**src/rtl/rtc_pkg.sv**
```systemverilog
package rtc_pkg;
  localparam int unsigned NUM_FLAGS = 2;
  localparam int unsigned FLG_OVF   = 0;
  localparam int unsigned FLG_ALM   = 1;
endpackage

```
**src/rtl/rtc_tick_counter.sv**
```systemverilog
module rtc_tick_counter #(
  parameter int unsigned SEC_W  = 32,
  parameter int unsigned FRAC_W = 15
) (
  input  logic              clk,
  input  logic              rst,
  input  logic              tick_i,
  input  logic              run_en_i,
  input  logic              freeze_i,
  input  logic              ovf_i,
  input  logic              ld_sec_i,
  input  logic              ld_frac_i,
  input  logic [SEC_W-1:0]  wr_data_i,
  output logic [SEC_W-1:0]  sec_o,
  output logic [FRAC_W-1:0] frac_o,
  output logic              ovf_set_o
);
  localparam int unsigned CNT_W = SEC_W + FRAC_W;

  logic [CNT_W-1:0] cnt_q;
  logic             advance;
  logic             any_ld;
  logic             at_top;

  assign any_ld    = ld_sec_i | ld_frac_i;
  assign at_top    = &cnt_q;
  assign advance   = tick_i & run_en_i & ~freeze_i & ~ovf_i & ~any_ld;
  assign ovf_set_o = advance & at_top;

  always_ff @(posedge clk) begin
    if (rst) begin
      cnt_q <= '0;
    end else if (any_ld) begin
      if (ld_sec_i)  cnt_q[CNT_W-1:FRAC_W] <= wr_data_i;
      if (ld_frac_i) cnt_q[FRAC_W-1:0]     <= wr_data_i[FRAC_W-1:0];
    end else if (advance && !at_top) begin
      cnt_q <= cnt_q + 1'b1;
    end
  end

  assign sec_o  = cnt_q[CNT_W-1:FRAC_W];
  assign frac_o = cnt_q[FRAC_W-1:0];

  // a pending overflow holds the count unless software loads it
  a_r3_hold_on_ovf: assert property (@(posedge clk) disable iff (rst)
    (ovf_i && !any_ld) |=> $stable(cnt_q));

  // the freeze conditions hold the count
  a_r4_freeze_hold: assert property (@(posedge clk) disable iff (rst)
    (freeze_i && !any_ld) |=> $stable(cnt_q));

  // with the enable off the count does not move
  a_r2_disabled_hold: assert property (@(posedge clk) disable iff (rst)
    (!run_en_i && !any_ld) |=> $stable(cnt_q));
endmodule

```
**src/rtl/rtc_alarm_cmp.sv**
```systemverilog
module rtc_alarm_cmp #(
  parameter int unsigned SEC_W = 32
) (
  input  logic             clk,
  input  logic             rst,
  input  logic             ld_alm_i,
  input  logic [SEC_W-1:0] wr_data_i,
  input  logic [SEC_W-1:0] sec_i,
  output logic [SEC_W-1:0] alm_o,
  output logic             hit_o
);
  logic [SEC_W-1:0] alm_q;
  logic             match;
  logic             match_q;
  logic             armed;

  assign armed = ~(&alm_q);
  assign match = armed && (sec_i == alm_q);
  assign hit_o = match & ~match_q;

  always_ff @(posedge clk) begin
    if (rst) begin
      alm_q   <= '1;
      match_q <= 1'b0;
    end else begin
      if (ld_alm_i) alm_q <= wr_data_i;
      match_q <= match;
    end
  end

  assign alm_o = alm_q;

  // the unset value never produces a hit
  a_r8_unset_no_hit: assert property (@(posedge clk) disable iff (rst)
    (&alm_o) |-> !hit_o);

  // a hit fires only on the first cycle of equality
  a_r7_single_hit: assert property (@(posedge clk) disable iff (rst)
    hit_o |=> !hit_o);
endmodule

```
**src/rtl/rtc_flag_bank.sv**
```systemverilog
module rtc_flag_bank
  import rtc_pkg::*;
#(
  parameter int unsigned NF = NUM_FLAGS
) (
  input  logic          clk,
  input  logic          rst,
  input  logic [NF-1:0] set_i,
  input  logic [NF-1:0] clr_i,
  input  logic          irq_en_i,
  output logic [NF-1:0] flag_o,
  output logic          irq_o
);
  logic [NF-1:0] flag_q;
  logic [NF-1:0] flag_d;
  logic          irq_q;

  for (genvar i = 0; i < NF; i++) begin : g_flag
    assign flag_d[i] = set_i[i] | (flag_q[i] & ~clr_i[i]);

    always_ff @(posedge clk) begin
      if (rst) flag_q[i] <= 1'b0;
      else     flag_q[i] <= flag_d[i];
    end

    // a flag drops only through its own clear bit
    a_r6_clear_only: assert property (@(posedge clk) disable iff (rst)
      (flag_q[i] && !clr_i[i]) |=> flag_q[i]);
  end

  always_ff @(posedge clk) begin
    if (rst) irq_q <= 1'b0;
    else     irq_q <= flag_d[FLG_ALM] & irq_en_i;
  end

  assign flag_o = flag_q;
  assign irq_o  = irq_q;

  // the interrupt never fires without the alarm flag
  a_r9_irq_needs_flag: assert property (@(posedge clk) disable iff (rst)
    irq_o |-> flag_o[FLG_ALM]);
endmodule

```
**src/rtl/rtc_sec_alarm.sv**
```systemverilog
module rtc_sec_alarm
  import rtc_pkg::*;
#(
  parameter int unsigned SEC_W  = 32,
  parameter int unsigned FRAC_W = 15
) (
  input  logic                 clk,
  input  logic                 rst,
  input  logic                 tick_i,
  input  logic                 run_en_i,
  input  logic                 nonvalid_i,
  input  logic                 failure_i,
  input  logic [SEC_W-1:0]     wr_data_i,
  input  logic                 ld_sec_i,
  input  logic                 ld_frac_i,
  input  logic                 ld_alm_i,
  input  logic [NUM_FLAGS-1:0] flag_clr_i,
  input  logic                 alm_irq_en_i,
  output logic [SEC_W-1:0]     sec_o,
  output logic [FRAC_W-1:0]    frac_o,
  output logic [SEC_W-1:0]     alm_o,
  output logic                 ovf_flag_o,
  output logic                 alm_flag_o,
  output logic                 irq_o
);
  logic [NUM_FLAGS-1:0] flags;
  logic [NUM_FLAGS-1:0] flag_set;
  logic                 ovf_set;
  logic                 alm_hit;

  rtc_tick_counter #(.SEC_W(SEC_W), .FRAC_W(FRAC_W)) u_cnt (
    .clk       (clk),
    .rst       (rst),
    .tick_i    (tick_i),
    .run_en_i  (run_en_i),
    .freeze_i  (nonvalid_i | failure_i),
    .ovf_i     (flags[FLG_OVF]),
    .ld_sec_i  (ld_sec_i),
    .ld_frac_i (ld_frac_i),
    .wr_data_i (wr_data_i),
    .sec_o     (sec_o),
    .frac_o    (frac_o),
    .ovf_set_o (ovf_set)
  );

  rtc_alarm_cmp #(.SEC_W(SEC_W)) u_alm (
    .clk       (clk),
    .rst       (rst),
    .ld_alm_i  (ld_alm_i),
    .wr_data_i (wr_data_i),
    .sec_i     (sec_o),
    .alm_o     (alm_o),
    .hit_o     (alm_hit)
  );

  always_comb begin
    flag_set          = '0;
    flag_set[FLG_OVF] = ovf_set;
    flag_set[FLG_ALM] = alm_hit;
  end

  rtc_flag_bank #(.NF(NUM_FLAGS)) u_flags (
    .clk      (clk),
    .rst      (rst),
    .set_i    (flag_set),
    .clr_i    (flag_clr_i),
    .irq_en_i (alm_irq_en_i),
    .flag_o   (flags),
    .irq_o    (irq_o)
  );

  assign ovf_flag_o = flags[FLG_OVF];
  assign alm_flag_o = flags[FLG_ALM];

  // overflow rises only while the count is all ones
  a_r3_ovf_at_top: assert property (@(posedge clk) disable iff (rst)
    $rose(ovf_flag_o) |-> ((&sec_o) && (&frac_o)));

  // alarm rises only when the seconds equal the alarm
  a_r7_alarm_match: assert property (@(posedge clk) disable iff (rst)
    $rose(alm_flag_o) |-> $past(sec_o == alm_o));
endmodule

```
**config.mk**
```make
export PLATFORM = sky130hd
export DESIGN_NAME = rtc_sec_alarm
export DESIGN_NICKNAME = d
export VERILOG_FILES = /design/src/rtl/rtc_pkg.sv /design/src/rtl/rtc_tick_counter.sv /design/src/rtl/rtc_alarm_cmp.sv /design/src/rtl/rtc_flag_bank.sv /design/src/rtl/rtc_sec_alarm.sv
export SDC_FILE = /design/constraint.sdc
export NUM_CORES = 1
export LEC_CHECK = 0
export BUFFER_PORTS_ARGS = -buffer_cell sky130_fd_sc_hd__clkbuf_2
export CAP_MARGIN = 20
export CORE_ASPECT_RATIO = 1.4
export CORE_UTILIZATION = 48
export DETAILED_ROUTE_END_ITERATION = 6
export PLACE_DENSITY = 0.79
export SETUP_SLACK_MARGIN = 0.3
export SYNTH_ARGS = -nofsm -noshare
export SYNTH_HDL_FRONTEND = slang
export SYNTH_SLANG_ARGS = --single-unit
```
**constraint.sdc**
```tcl
create_clock -name clk -period 2.3 [get_ports clk]
set_clock_uncertainty 0.2 [all_clocks]
set_input_delay 0.345 -clock clk [delete_from_list [all_inputs] [get_ports clk]]
set_output_delay 0.345 -clock clk [all_outputs]
set_load 0.05 [all_outputs]
```
==> results by group <==
Outcome
  • Outcome: finished clean

Logic synthesis
  • Primary FF master, synth: dfxtp_1
  • EDFF count, synth: 0
  • Sequential area share after synthesis: 0.3421
  • Mux share of post-synthesis cell area: 0.06801
  • Warnings from Yosys: 0
  • Largest family of logic cells by synthesized area: simple AND/OR/NAND/NOR gates
  • Cell Area, Synth: 4857 µm²
  • Post-synthesis compound-gate area fraction: 0.1762
  • Post-synthesis async set-or-reset flop share: 0
  • Synthesized Nets: 621
  • Post-synthesis xor/xnor area fraction: 0.08655
  • Mapped Cells: 576
  • Cell variety after synth: 68
  • Synthesized area per cell: 8.433 µm²
  • Yosys reg bits: 83
  • Synth Area in Adders: 0.002576
  • Simple-gate portion of the synthesized area: 0.2782

Final layout
  • Commonest non-fill, non-tap cell in the layout: clkbuf_2
  • Synth-to-Final Area Change: 57.57%
  • Diodes inserted: 0
  • Most frequent cells in the layout: 125 x clkbuf_2, 93 x buf_4, 65 x nand2_1, 37 x dfxtp_4
  • Nets: 839
  • Layout cells sized above 1: 0.5357
  • Fin area: 7654 µm²

Routing
  • Drt first pass iters: 5
  • Metal-1 WL: 7.751 mm
  • Highest routed layer: met4
  • Antenna-violating nets left: 0
  • Drt via density: 6.476
  • DR WL/cell: 23.23 µm
  • WL met3: 1.575 mm
  • Iteration-0 DRC Markers: 522
  • Total Routed Length: 21.70 mm
  • Met2 routed WL: 10.59 mm
  • DRC viols: 0
  • Via count: 6049

Pwr
  • P_int: 2.693 mW
  • Lkg Pwr: 3.217 nW
  • Clock group share of total power: 0.346
  • VDD IR max: 0.0005376 V
  • Switching Share: 0.3568
  • Seq pwr share: 0.391
  • Final Power: 4.186 mW
  • Net switching power: 1.493 mW
  • Comb power frac: 0.263
  • Total power per unit cell area: 546.9 nW/µm²

Timing
  • Fin Setup TNS: 0 ns
  • Hold Vio Cnt, Final: 0
  • Final worst path period need: 2.284 ns
  • Fin crit share: 0.9931
  • Tightest Pin Transition: 0.6180 ns
  • F_max: 437.8 MHz
  • Slew Viols, Final: 0
  • Worst slew margin: 0.5865
  • RSZ-0062 raised after global routing: yes
  • Final setup fails: 0

CTS
  • Max Root-Sink Buffers: 2
  • CTS buffer count: 9
  • TritonCTS clock tree: done
  • Clk root buf: clkbuf_16
  • Clock Latency Late Sink: 0.35 ns
  • CTS sink cnt: 83
  • H-Tree Level Count: 3
  • Clock-pin slew on the worst setup and hold paths: 0.07 ns

Setup path
  • CP endpoint kind: register
  • Worst endpoint required time: 2.38 ns
  • CP max FO: 6
  • Worst setup path endpoint: u_cnt.cnt_q[37]
  • Critical Path Source: u_cnt.cnt_q[14]
  • Reg2Reg Capture Point: u_cnt.cnt_q[37]
  • Flop-to-flop setup slack: 0.02 ns
  • Crit Path Class: register to register
  • Worst Reg-to-Reg Cells: 9
  • Reg2reg start: u_cnt.cnt_q[14]
  • Worst setup SP type: register
  • Critical Path AT: 2.37 ns

Floorplan
  • Std-Cell Rows: 43
  • Initial core utilization: 0.4933
  • Core area: 9846 µm²
  • Die area: 10530 µm²
  • # IOs: 126
  • Die X: 87.02 µm
  • Die height: 121.0 µm

Global routing
  • Vias in the first global route: 5565
  • Remaining global-route overflow: 0
  • Initial antenna violation count: 0
  • Largest net degree at the start of global routing: 45
  • First-pass GRT wire length: 30.42 mm
  • Gr usage total: 0.3865

Min path
  • HP Class: input port to register
  • Hold Path Stages: 3

Placed design
  • Post-DP HPWL: 14.21 mm
  • Global placement routability congestion: 0.9721
  • Placed inst area: 6205 µm²
  • PortBufs: 125

Run
  • Number of max-cap violations: 0
state kept, by name (all words and copies together) (netlist names):
| signal | cells |
|---|---|
| u_flags.irq_o | 1 |
| u_cnt.cnt_q | 47 |
| u_flags.flag_o | 2 |
| u_alm.match_q | 1 |
| u_alm.alm_o | 32 |
through the flow:
step / hold WS, ns / util / worst slack (ns) / instances
floorplan: 0.2526 / - / 0.03399 / 576
global placement: 0.2753 / 0.6302 / 0.009331 / 863
detailed placement: 0.2806 / 0.6302 / 0.02645 / 863
CTS: 0.04174 / 0.7197 / 0.07938 / 910
global route: 0.05489 / 0.7774 / -0.07212 / 934
finish: 0.04955 / 0.7774 / 0.01587 / 934
worst min-delay path by stage:
stage / start / to / slack (ns)
final: wr_data_i[10] / u_alm.alm_o[10] / 0.05
after global routing: wr_data_i[10] / u_alm.alm_o[10] / 0.05
after CTS: wr_data_i[10] / u_alm.alm_o[10] / 0.04
after detailed placement: u_flags.flag_o[0] / u_flags.flag_o[0] / 0.28
after global placement: u_flags.flag_o[0] / u_flags.flag_o[0] / 0.28
after floorplan: wr_data_i[1] / u_cnt.cnt_q[16] / 0.25
routing by layer:
metal | track usage | vias up
met5 | 0 | -
met4 | 0.3260 | 0
met3 | 0.06667 | 134
met2 | 0.6324 | 397
met1 | 0.4292 | 2921
li1 | - | 2597
synthesized netlist by cell type (all sizes together) (2+ instances only):
| library cell | instances | area, µm² |
|---|---|---|
| a211oi | 17 | 127.6 |
| a21o | 7 | 52.55 |
| nand4 | 40 | 296.5 |
| clkbuf | 23 | 86.33 |
| xor2 | 9 | 78.83 |
| and2 | 3 | 18.77 |
| nor4 | 13 | 117.6 |
| o211a | 2 | 20.02 |
| or2 | 3 | 18.77 |
| a2111oi | 5 | 58.81 |
| dfxtp | 83 | 1662 |
| o22ai | 3 | 18.77 |
| o211ai | 3 | 22.52 |
| and3 | 10 | 65.06 |
| a31oi | 6 | 37.54 |
| buf | 19 | 105.1 |
| nand2 | 69 | 259.0 |
| a22o | 5 | 43.79 |
| nor3 | 19 | 110.1 |
| or3 | 2 | 12.51 |
| a311oi | 5 | 43.79 |
| or4 | 3 | 22.52 |
| o21ai | 23 | 115.1 |
| inv | 8 | 30.03 |
| xnor2 | 39 | 341.6 |
| a31o | 3 | 26.28 |
| nor2 | 38 | 152.6 |
| nand3 | 25 | 147.7 |
| o32ai | 2 | 17.52 |
| o31ai | 5 | 37.54 |
| a32o | 4 | 40.04 |
| mux2i | 33 | 330.3 |
| and4 | 8 | 72.57 |
| o41ai | 2 | 17.52 |
| or4b | 2 | 20.02 |
| nand2b | 2 | 12.51 |
| a21oi | 21 | 108.9 |
cell families after synthesis:
group           count (synthesis)
fa+ha+maj                       1
buf+inv                        51
simple gates                  240
flops                          83
xor+xnor                       48
compound gates                120
mux                            33
power by group through the flow:
stage / combinational (mW) / clock [mW] / sequential [mW]
floorplan: 0.326 / 0 / 1.95
global placement: 0.936 / 0 / 1.66
detailed placement: 0.947 / 0 / 1.66
CTS: 1.00 / 1.45 / 1.63
global route: 1.14 / 1.52 / 1.64
finish: 1.10 / 1.45 / 1.63
what timing repair did:
action                                  CTS  global route
endpoints found under the setup margin   47            48
pin swaps                                61            32
buffers inserted                         28            24
hold buffers                              1             0
gates resized for setup                  79            71
endpoints found under the hold margin     1             0
gates cloned                              2             0
cell type report:
| class | count | area, µm² |
|---|---|---|
| Sequential cell | 83 | 1829 |
| Inverter | 9 | 33.78 |
| Timing Repair Buffer | 249 | 1702 |
| Fill cell | 645 | 2192 |
| Tap cell | 135 | 168.9 |
| Clock inverter | 5 | 41.29 |
| Clock buffer | 11 | 254.0 |
| Multi-Input combinational cell | 442 | 3625 |
critical path, stage by stage, from the launching register on:
cell and delay, ns:
dfxtp_4 0.38, nand3_4 0.11, buf_12 0.15, nor4_4 0.35
nand4_4 0.26, buf_6 0.20, a21oi_4 0.20, buf_6 0.13
a21o_1 0.09, a32o_1 0.15
No activity file was read; power rests on OpenSTA's default activity.
